**src/rtl/wp_seq_pkg.sv**
```systemverilog
// Package: shared constants for the unlock sequencer.
// Holds the step encoding and the expected address and direction of each step.
// Assumes word addresses are 18 bits wide.
package wp_seq_pkg;
    localparam int KEY_AW    = 18;
    localparam int STEP_W    = 4;
    typedef logic [STEP_W-1:0] step_t;

    localparam step_t STEP_IDLE = 4'd0;
    localparam step_t STEP_BYTE = 4'd6;
    localparam step_t STEP_CPL  = 4'd7;
    localparam step_t STEP_TAIL = 4'd8;
    localparam step_t STEP_EXIT = 4'd9;

    // Address the sequencer expects at a given step.
    function automatic logic [KEY_AW-1:0] step_addr(input step_t s);
        case (s)
            4'd0:    step_addr = 18'h24555;
            4'd1:    step_addr = 18'h3AAAA;
            4'd2:    step_addr = 18'h02333;
            4'd3:    step_addr = 18'h1CCCC;
            4'd4:    step_addr = 18'h000FF;
            4'd5:    step_addr = 18'h3EF00;
            4'd6:    step_addr = 18'h3AAAA;
            4'd7:    step_addr = 18'h1CCCC;
            4'd8:    step_addr = 18'h0FF00;
            default: step_addr = 18'h00000;
        endcase
    endfunction

    // Direction the sequencer expects at a given step (1 = write).
    function automatic logic step_is_wr(input step_t s);
        step_is_wr = (s >= STEP_BYTE) && (s <= STEP_TAIL);
    endfunction
endpackage

```
**src/rtl/wp_step_decode.sv**
```systemverilog
// Module: wp_step_decode
// Compares the presented access with the pattern step now expected, and with
// the first key step. Purely combinational; the caller gates with access valid.
module wp_step_decode
    import wp_seq_pkg::*;
#(
    parameter int ADDR_W = 18
) (
    input  step_t             step,
    input  logic              acc_write,
    input  logic [ADDR_W-1:0] acc_addr,
    output logic              hit_here,
    output logic              hit_first
);
    logic [ADDR_W-1:0] want_addr;
    logic [ADDR_W-1:0] first_addr;

    // Expected addresses for the current and first steps.
    always_comb begin
        want_addr  = ADDR_W'(step_addr(step));
        first_addr = ADDR_W'(step_addr(STEP_IDLE));
    end

    // Address and direction match flags.
    always_comb begin
        hit_here  = (acc_addr == want_addr) && (acc_write == step_is_wr(step));
        hit_first = (acc_addr == first_addr) && !acc_write;
    end
endmodule

```
**src/rtl/wp_seq_fsm.sv**
```systemverilog
// Module: wp_seq_fsm
// Tracks progress through the ten-step pattern. Holds the pending protection
// byte, checks the inverse, and issues a commit strobe. On a mismatch the same
// access is retried as a first key step. Assumes one access per valid cycle.
module wp_seq_fsm
    import wp_seq_pkg::*;
#(
    parameter int ADDR_W = 18,
    parameter int MASK_W = 8
) (
    input  logic              clk,
    input  logic              rst_n,
    input  logic              acc_valid,
    input  logic              acc_write,
    input  logic              acc_fresh,
    input  logic [ADDR_W-1:0] acc_addr,
    input  logic [MASK_W-1:0] acc_data,
    input  logic              hit_here,
    input  logic              hit_first,
    output step_t             step_q,
    output logic              commit,
    output logic [MASK_W-1:0] commit_val,
    output logic              suppress
);
    step_t             step_d;
    logic [MASK_W-1:0] pend_q;
    logic              zero_rd_q;
    logic              entry_ok;
    logic              cpl_ok;
    logic              adv;
    logic              restart;
    logic              in_wr_window;

    // Step qualification: entry rule, inverse check, advance and restart.
    always_comb begin
        entry_ok     = acc_fresh || zero_rd_q;
        cpl_ok       = (acc_data == ~pend_q);
        adv          = hit_here
                       && ((step_q != STEP_IDLE) || entry_ok)
                       && ((step_q != STEP_CPL) || cpl_ok);
        restart      = hit_first && entry_ok;
        in_wr_window = (step_q >= STEP_BYTE) && (step_q <= STEP_TAIL);
    end

    // Next-step selection.
    always_comb begin
        if (!acc_valid)
            step_d = step_q;
        else if (adv)
            step_d = (step_q == STEP_EXIT) ? STEP_IDLE : step_t'(step_q + 4'd1);
        else if (restart)
            step_d = 4'd1;
        else
            step_d = STEP_IDLE;
    end

    // Step register.
    always_ff @(posedge clk) begin
        if (!rst_n)
            step_q <= STEP_IDLE;
        else
            step_q <= step_d;
    end

    // Pending protection byte, captured on the first pattern write.
    always_ff @(posedge clk) begin
        if (!rst_n)
            pend_q <= '0;
        else if (acc_valid && adv && (step_q == STEP_BYTE))
            pend_q <= acc_data;
    end

    // Remembers whether the previous access was a read of word zero.
    always_ff @(posedge clk) begin
        if (!rst_n)
            zero_rd_q <= 1'b0;
        else if (acc_valid)
            zero_rd_q <= !acc_write && (acc_addr == '0);
    end

    // Commit strobe and write suppression toward the array.
    always_comb begin
        commit     = acc_valid && adv && (step_q == STEP_CPL);
        commit_val = pend_q;
        suppress   = acc_valid && acc_write && in_wr_window;
    end
endmodule

```
**src/rtl/wp_sector_reg.sv**
```systemverilog
// Module: wp_sector_reg
// Holds the sector protection mask (reset to all unprotected). Looks up the
// sector of the current address: the top SECT_W address bits pick one mask bit.
module wp_sector_reg #(
    parameter int ADDR_W = 18,
    parameter int SECT_W = 3,
    localparam int MASK_W = 1 << SECT_W
) (
    input  logic              clk,
    input  logic              rst_n,
    input  logic              commit,
    input  logic [MASK_W-1:0] commit_val,
    input  logic [ADDR_W-1:0] acc_addr,
    output logic [MASK_W-1:0] mask_q,
    output logic              addr_prot
);
    logic [SECT_W-1:0] sect_idx;
    logic [MASK_W-1:0] sect_hit;

    // Mask register, loaded only by a verified commit.
    always_ff @(posedge clk) begin
        if (!rst_n)
            mask_q <= '0;
        else if (commit)
            mask_q <= commit_val;
    end

    // Sector index from the top address bits.
    always_comb sect_idx = acc_addr[ADDR_W-1 -: SECT_W];

    // One match term per sector.
    for (genvar i = 0; i < MASK_W; i++) begin : g_sect
        assign sect_hit[i] = mask_q[i] && (sect_idx == SECT_W'(i));
    end

    // Protected if any selected sector bit is set.
    always_comb addr_prot = |sect_hit;
endmodule

```
**src/rtl/wp_unlock_seq.sv**
```systemverilog
// Module: wp_unlock_seq (top)
// Sector write-protect unlock sequencer. Recognises the ten-step pattern on
// completed bus accesses, updates the protection mask, and flags both
// protected addresses and pattern writes that must not reach the array.
module wp_unlock_seq
    import wp_seq_pkg::*;
#(
    parameter int ADDR_W = 18,
    parameter int SECT_W = 3,
    localparam int MASK_W = 1 << SECT_W
) (
    input  logic              clk,
    input  logic              rst_n,
    input  logic              acc_valid,
    input  logic              acc_write,
    input  logic              acc_fresh,
    input  logic [ADDR_W-1:0] acc_addr,
    input  logic [MASK_W-1:0] acc_data,
    output logic [MASK_W-1:0] wp_mask,
    output logic              addr_prot,
    output logic              seq_suppress
);
    step_t             step_q;
    logic              hit_here;
    logic              hit_first;
    logic              commit;
    logic [MASK_W-1:0] commit_val;

    wp_step_decode #(.ADDR_W(ADDR_W)) u_dec (
        .step      (step_q),
        .acc_write (acc_write),
        .acc_addr  (acc_addr),
        .hit_here  (hit_here),
        .hit_first (hit_first)
    );

    wp_seq_fsm #(.ADDR_W(ADDR_W), .MASK_W(MASK_W)) u_fsm (
        .clk        (clk),
        .rst_n      (rst_n),
        .acc_valid  (acc_valid),
        .acc_write  (acc_write),
        .acc_fresh  (acc_fresh),
        .acc_addr   (acc_addr),
        .acc_data   (acc_data),
        .hit_here   (hit_here),
        .hit_first  (hit_first),
        .step_q     (step_q),
        .commit     (commit),
        .commit_val (commit_val),
        .suppress   (seq_suppress)
    );

    wp_sector_reg #(.ADDR_W(ADDR_W), .SECT_W(SECT_W)) u_sect (
        .clk        (clk),
        .rst_n      (rst_n),
        .commit     (commit),
        .commit_val (commit_val),
        .acc_addr   (acc_addr),
        .mask_q     (wp_mask),
        .addr_prot  (addr_prot)
    );
endmodule

```
**config.mk**
```make
export PLATFORM = sky130hd
export DESIGN_NAME = wp_unlock_seq
export DESIGN_NICKNAME = d
export VERILOG_FILES = /design/src/rtl/wp_seq_pkg.sv /design/src/rtl/wp_step_decode.sv /design/src/rtl/wp_seq_fsm.sv /design/src/rtl/wp_sector_reg.sv /design/src/rtl/wp_unlock_seq.sv
export SDC_FILE = /design/constraint.sdc
export NUM_CORES = 1
export LEC_CHECK = 0
export ABC_AREA = 1
export BUFFER_PORTS_ARGS = -buffer_cell sky130_fd_sc_hd__buf_2
export CAP_MARGIN = 20
export CORE_UTILIZATION = 54
export CTS_CLUSTER_DIAMETER = 200
export CTS_CLUSTER_SIZE = 30
export DETAILED_ROUTE_END_ITERATION = 8
export PLACE_DENSITY = 0.81
export SYNTH_ARGS = -nofsm -noshare
export SYNTH_HDL_FRONTEND = slang
export SYNTH_SLANG_ARGS = --single-unit
```
**constraint.sdc**
```tcl
create_clock -name clk -period 2.1 [get_ports clk]
set_input_delay 0.42 -clock clk [delete_from_list [all_inputs] [get_ports clk]]
set_output_delay 0.42 -clock clk [all_outputs]
set_load 0.1 [all_outputs]
```
==> results of run 1 <==
==> cells in the final DEF (no fill, tap or decap), types with 3 or more instances in the layout <==
master | Yosys | layout
inv_1 | 46 | 46
nor2_4 | 2 | 3
o21bai_1 | 3 | 3
nand4_1 | 7 | 7
dfxtp_2 | 0 | 10
inv_2 | 4 | 4
clkbuf_4 | 0 | 6
buf_4 | 0 | 11
nor2_1 | 41 | 39
a21oi_1 | 16 | 16
nand3_2 | 2 | 4
nand2_1 | 89 | 87
xnor2_1 | 5 | 5
nor3_1 | 4 | 4
nor2_2 | 3 | 4
dfxtp_1 | 32 | 22
xor2_1 | 3 | 3
o21ai_0 | 10 | 10
a211oi_1 | 8 | 8
nand3_1 | 7 | 5
buf_2 | 3 | 38
==> what timing repair did <==
item,in CTS,in global routing
resized for setup,0,13
endpoints found under the setup margin,0,16
setup buffers,0,2
==> worst max path at each step <==
| stage | start | endpoint | slack [ps] | cells past startpoint |
|---|---|---|---|---|
| 5_1_grt | u_dec.want_addr[6] | u_dec.want_addr[14] | -40 | 12 |
| 3_3_place_gp | acc_addr[16] | u_dec.want_addr[17] | -7 | 11 |
| 4_1_cts | u_fsm.step_q[0] | seq_suppress | 20 | 6 |
| 2_1_floorplan | u_sect.mask_q[4] | addr_prot | -250 | 2 |
| 6_report | u_dec.want_addr[4] | u_dec.want_addr[14] | 120 | 15 |
| 3_5_place_dp | acc_addr[16] | u_dec.want_addr[17] | -60 | 11 |
==> state kept, by name, summed over array words and instances (netlist names) <==
register	cells
u_fsm.zero_rd_q	1
u_sect.mask_q	8
u_fsm.commit_val	8
u_dec.want_addr	11
u_fsm.step_q	4
==> power breakdown <==
part | switching (mW) | internal (mW) | total, mW | leakage (nW)
registers | 0.000000333 | 0.606 | 0.606 | 0.262
clock network | 0.209 | 0.316 | 0.525 | 0.0515
logic | 0.0812 | 0.0563 | 0.137 | 0.919
total | 0.290 | 0.978 | 1.27 | 1.23
==> final cells by class <==
type / instances / area [µm²] / area share [%]
clock inverter: 1 / 30.0 / 1.25
timing repair buffer: 51 / 300 / 12.5
clock buffer: 7 / 65.1 / 2.70
tap: 46 / 57.6 / 2.39
inverter: 51 / 191 / 7.96
sequential: 32 / 653 / 27.1
multi-input combinational: 215 / 1110 / 46.1
==> logic make-up (layout without fill, tap and decap cells) <==
| family | count (synthesis) | after routing | share of synthesized area (%) |
|---|---|---|---|
| adder cells (fa/ha/maj) | 3 | 3 | 1.97 |
| AO/OA/AOI/OAI | 41 | 41 | 12.4 |
| XOR/XNOR | 8 | 8 | 3.68 |
| buffers and inverters | 54 | 110 | 10.8 |
| flip-flops | 32 | 32 | 33.7 |
| AND/OR/NAND/NOR | 163 | 163 | 37.4 |
==> per-layer routing <==
layer  up-vias  wire, µm  global-route usage [%]
li1       1055         -                       -
met3         7       237                    7.35
met2        59      2030                    39.1
met4         0        60                    9.52
met1       874      2150                    34.0
met5         -         0                       0
==> stage by stage <==
step | cell area, µm² | hold slack (ps) | total power [mW] | setup TNS, ps
2_1_floorplan | 1930 | 444 | 0.689 | -247
3_3_place_gp | 2250 | 444 | 0.754 | -6.64
3_5_place_dp | 2250 | 453 | 0.756 | -156
4_1_cts | 2350 | 362 | 1.28 | 0
5_1_grt | 2410 | 360 | 1.32 | -42.0
6_report | 2410 | 372 | 1.27 | 0
==> critical path, stage by stage, from the launching register on <==
cell     delay (ps)
dfxtp_2         350
inv_1            60
nand2_1          60
nand2_1          50
inv_1            60
nand2_1          50
nor2_1           90
nand2_1         100
nor2_4          180
nand3_1          90
nand2_1         110
nand3_2         130
ha_4            310
nand2_1          80
nand3_1         110
nand2_1          60
==> flow_summary_export.csv, run 1 <==
group,metric,value,unit
synth,yosysSeqAreaShare,33.7,%
critical_path,worstReg2RegStart,"u_dec.want_addr[4]",
global_routing,antenna_found_initial,0,
final_layout,drive_above_1_share,25.5,%
route,vias_per_cell,4.95,
final_layout,area_delta_synth_final,26.4,%
critical_path,arrival,2210,ps
synth,synthTopCellsByCount,"89 x nand2_1, 46 x inv_1, 41 x nor2_1, 32 x dfxtp_1, 16 x a21oi_1",
timing,layout_min_cycle_time,1980,ps
cts,numCtsBuffers,5,
route,drc_errors,0,
final_layout,post-route-util,71.5,%
global_routing,grt_use_total,25.4,%
critical_path,required,2330,ps
worst_hold_path,hold_start,"acc_data[7]",
critical_path,cp_max_fo,6,
global_routing,grt_first_pass_wirelength,6.83,mm
job,cap_violations,0,
global_routing,first_global_vias,1580,
floorplan,num_rows,21,
route,finalWirelength,4.48,mm
place,place_congestion,0.847,
worst_hold_path,hold_path_end,"u_fsm.commit_val[7]",
worst_hold_path,hp-class,"input port to flop",
power_and_ir_drop,ir_drop,0.000406,V
route,post_drt_wl_per_cell,11.1,µm
synth,synth_cells,301,
synth,synth_ff_type,"dfxtp_1",
place,dp_hpwl,3.49,mm
synth,ys_warn_count,0,
cts,cts_max_path_buffers,2,
timing,timing.fmax,505,MHz
synth,synth_top_area_share,33.7,%
critical_path,endpoint_kind,"flop",
route,route.vias.total,1995,
floorplan,core,0.00336,mm²
timing,skew,8.15,ps
final_layout,nNetsFinal,390,
global_routing,grt.overflow.total,0,
final_layout,antenna_cells,0,
final_layout,fill_cells,299,
timing,finalCritPeriodShare,94.2,%
global_routing,grt_max_degree,17,
synth,synth.cell_area,0.00190,mm²
synth,synth_edf_count,0,
cts,worstSkewPairLatency,330,ps
synth,syn_nets,335,
place,pre_cts_ws,-64.5,ps
power_and_ir_drop,leakage,1.23,nW
timing,report.final.slew_viol_count,0,
place,numPortBuffers,40,
synth,synthTopCellsByArea,"dfxtp_1 34%, nand2_1 18%, inv_1 9.1%",
route,drt_iter0_markers,129,
critical_path,path_class,"flop to flop",
timing,finalHoldViolations,0,
synth,ys_seq_elements,32,
cts,clock_sinks,32,
place,placed_cells,393,
timing,setup_viol,0,
critical_path,ff2ff_path_depth,15,
timing,worstMarginPinSlew,483,ps
synth,yosysTopAreaCell,"dfxtp_1",
synth,avgSynthCellArea,6.32,µm²
critical_path,startpoint_type,"flop",
synth,synth.most_common_cell,"nand2_1",
floorplan,initial_core_util,56.6,%
critical_path,reg2reg_slack,120,ps
route,first_pass_iters,4,
outcome,outcome,"finished, final reports clean",
cts,cts_tree,"built",
floorplan,dieHeight,61.4,µm
cts,cts_max_level,2,
timing,timing.final.ws_setup,121,ps
route,drtAntennaViolNets,0,
critical_path,rr_endpoint,"u_dec.want_addr[14]",
synth,async_reset_ff_share,0,%
cts,ctsRootBufferMaster,"clkbuf_4",
floorplan,die_x,61.4,µm
cts,clk_pin_slew,100,ps
timing,slew_headroom,68.0,%
final_layout,fin_cells,403,
floorplan,dieArea,0.00377,mm²
synth,ys_types,29,
floorplan,ios,41,
worst_hold_path,hold_path_depth,3,
power_and_ir_drop,p_per_area,527,mW/mm²
cts,ctsHoldBuffers,0,
No activity file was read; power rests on OpenSTA's default activity.
==> inputs of run 2 (changes only) <==
--- a/config.mk
+++ b/config.mk
@@ -8,6 +8,7 @@
 export ABC_AREA = 1
 export BUFFER_PORTS_ARGS = -buffer_cell sky130_fd_sc_hd__buf_2
 export CAP_MARGIN = 20
+export CORE_ASPECT_RATIO = 1.1
 export CORE_UTILIZATION = 54
 export CTS_CLUSTER_DIAMETER = 200
 export CTS_CLUSTER_SIZE = 30
==> flow_summary_export.csv, run 2 (synthesized netlist as in run 1, its figures left out) <==
group,metric,value,unit
final_layout,nNetsFinal,388,
critical_path,startpoint_type,"flop",
floorplan,num_rows,22,
route,first_pass_iters,4,
timing,timing.final.ws_setup,166,ps
critical_path,ff2ff_path_depth,13,
timing,worstMarginPinSlew,489,ps
critical_path,path_class,"flop to output pin",
route,drtAntennaViolNets,0,
place,numPortBuffers,40,
timing,layout_min_cycle_time,1930,ps
critical_path,required,1680,ps
cts,ctsHoldBuffers,0,
global_routing,antenna_found_initial,0,
cts,cts_max_level,2,
cts,ctsRootBufferMaster,"clkbuf_4",
power_and_ir_drop,finalPower,1.07,mW
timing,finalCritPeriodShare,92.1,%
route,route.vias.total,2023,
worst_hold_path,hold_path_end,"u_fsm.commit_val[6]",
power_and_ir_drop,p_sw,0.293,mW
final_layout,antenna_cells,0,
job,cap_violations,0,
cts,numCtsBuffers,5,
cts,clock_sinks,32,
floorplan,ios,41,
worst_hold_path,hold_start,"acc_data[6]",
power_and_ir_drop,p_per_area,457,mW/mm²
timing,slew_headroom,67.7,%
place,place_congestion,0.908,
floorplan,dieHeight,64.3,µm
critical_path,worstReg2RegStart,"u_fsm.commit_val[4]",
power_and_ir_drop,power_frac_clock,31.0,%
timing,rsz0062_at_grt,"false",
critical_path,reg2reg_slack,190,ps
timing,timing.fmax,517,MHz
place,dp_hpwl,3.62,mm
cts,worstSkewPairLatency,340,ps
global_routing,first_global_vias,1838,
floorplan,dieArea,0.00377,mm²
worst_hold_path,hold_path_depth,3,
critical_path,arrival,1510,ps
cts,cts_max_path_buffers,2,
power_and_ir_drop,p_comb_share,12.6,%
global_routing,grt_max_degree,17,
final_layout,area_delta_synth_final,23.4,%
timing,report.final.slew_viol_count,0,
final_layout,largest_reg_flops,11,
route,vias_per_cell,5.03,
timing,setup_viol,0,
global_routing,grt_first_pass_wirelength,7.60,mm
cts,cts_tree,"built",
global_routing,grt.overflow.total,0,
power_and_ir_drop,ir_drop,0.000346,V
floorplan,die_x,58.6,µm
power_and_ir_drop,seqPwrFrac,56.4,%
global_routing,grt_use_total,26.5,%
final_layout,layout_common_cells,"87 x nand2_1, 46 x inv_1, 39 x nor2_1",
critical_path,cp_max_fo,4,
cts,clk_pin_slew,100,ps
timing,skew,9.38,ps
critical_path,endpoint_kind,"output pin",
floorplan,initial_core_util,56.7,%
final_layout,fill_cells,304,
worst_hold_path,hp-class,"input port to flop",
route,drt_iter0_markers,112,
critical_path,rr_endpoint,"u_dec.want_addr[5]",
timing,finalHoldViolations,0,
timing,setup_tns,0,ps
power_and_ir_drop,internal_power,0.782,mW
outcome,outcome,"finished, final reports clean",
route,finalWirelength,4.58,mm
route,post_drt_wl_per_cell,11.4,µm
place,pre_cts_ws,-41.1,ps
power_and_ir_drop,p_sw_share,27.2,%
final_layout,drive_above_1_share,24.9,%
power_and_ir_drop,leakage,1.20,nW
final_layout,final_common_cell,"nand2_1",
route,drc_errors,0,
floorplan,core,0.00336,mm²
==> run 2: worst max-delay path by stage <==
stage | start | end | slack [ps] | cells past startpoint
floorplan | u_sect.mask_q[4] | addr_prot | -250 | 2
global placement | acc_addr[16] | u_dec.want_addr[17] | 30 | 11
detailed placement | acc_addr[16] | u_dec.want_addr[14] | -40 | 12
CTS | u_fsm.step_q[0] | seq_suppress | 60 | 6
global route | u_fsm.step_q[3] | u_dec.want_addr[5] | 9 | 12
finish | u_fsm.step_q[3] | seq_suppress | 170 | 7
==> run 2: routing by layer <==
layer	vias up	share of wire, %	track usage (%)
li1	1056	-	-
met1	909	46	32.9
met2	48	48	43.0
met3	10	4.6	6.88
met4	0	1.9	11.0
met5	-	0	0
==> run 2: timing repair <==
| action | 4_1_cts | 5_1_grt |
|---|---|---|
| setup endpoints to repair | 0 | 9 |
| setup buffers | 0 | 0 |
| gates resized for setup | 0 | 13 |
==> run 2: layout make-up <==
class / instances / area (µm²) / area share (%)
multi-input cells: 215 / 1110 / 47.2
well taps: 48 / 60.1 / 2.56
clock inverters: 2 / 12.5 / 0.533
repair buffers: 49 / 285 / 12.1
inverters: 51 / 191 / 8.15
flip-flops and latches: 32 / 653 / 27.8
clock buffers: 5 / 37.5 / 1.60
==> run 2: critical path, cell delays in order, from the launching register on <==
cell,delay (ps)
dfxtp_1,390
inv_2,70
nor2_1,90
nand2_1,70
nand2_1,80
nand2_1,60
nor2_2,80
clkbuf_4,330
==> run 2: power groups by stage <==
stage,sequential [mW],combinational [mW],clock [mW]
final,0.606,0.135,0.333
after global routing,0.606,0.152,0.369
after CTS,0.606,0.135,0.340
after detailed placement,0.620,0.134,0
after global placement,0.620,0.132,0
after floorplan,0.620,0.0689,0
==> run 2: metrics by stage <==
stage / instance area (µm²) / hold WS [ps] / cells / utilization, %
final: 2350 / 363 / 402 / 69.9
after global placement: 2250 / 444 / 395 / 67.1
after detailed placement: 2250 / 450 / 395 / 67.1
after floorplan: 1930 / 444 / 301 / -
after CTS: 2300 / 361 / 402 / 68.6
after global routing: 2350 / 364 / 402 / 69.9
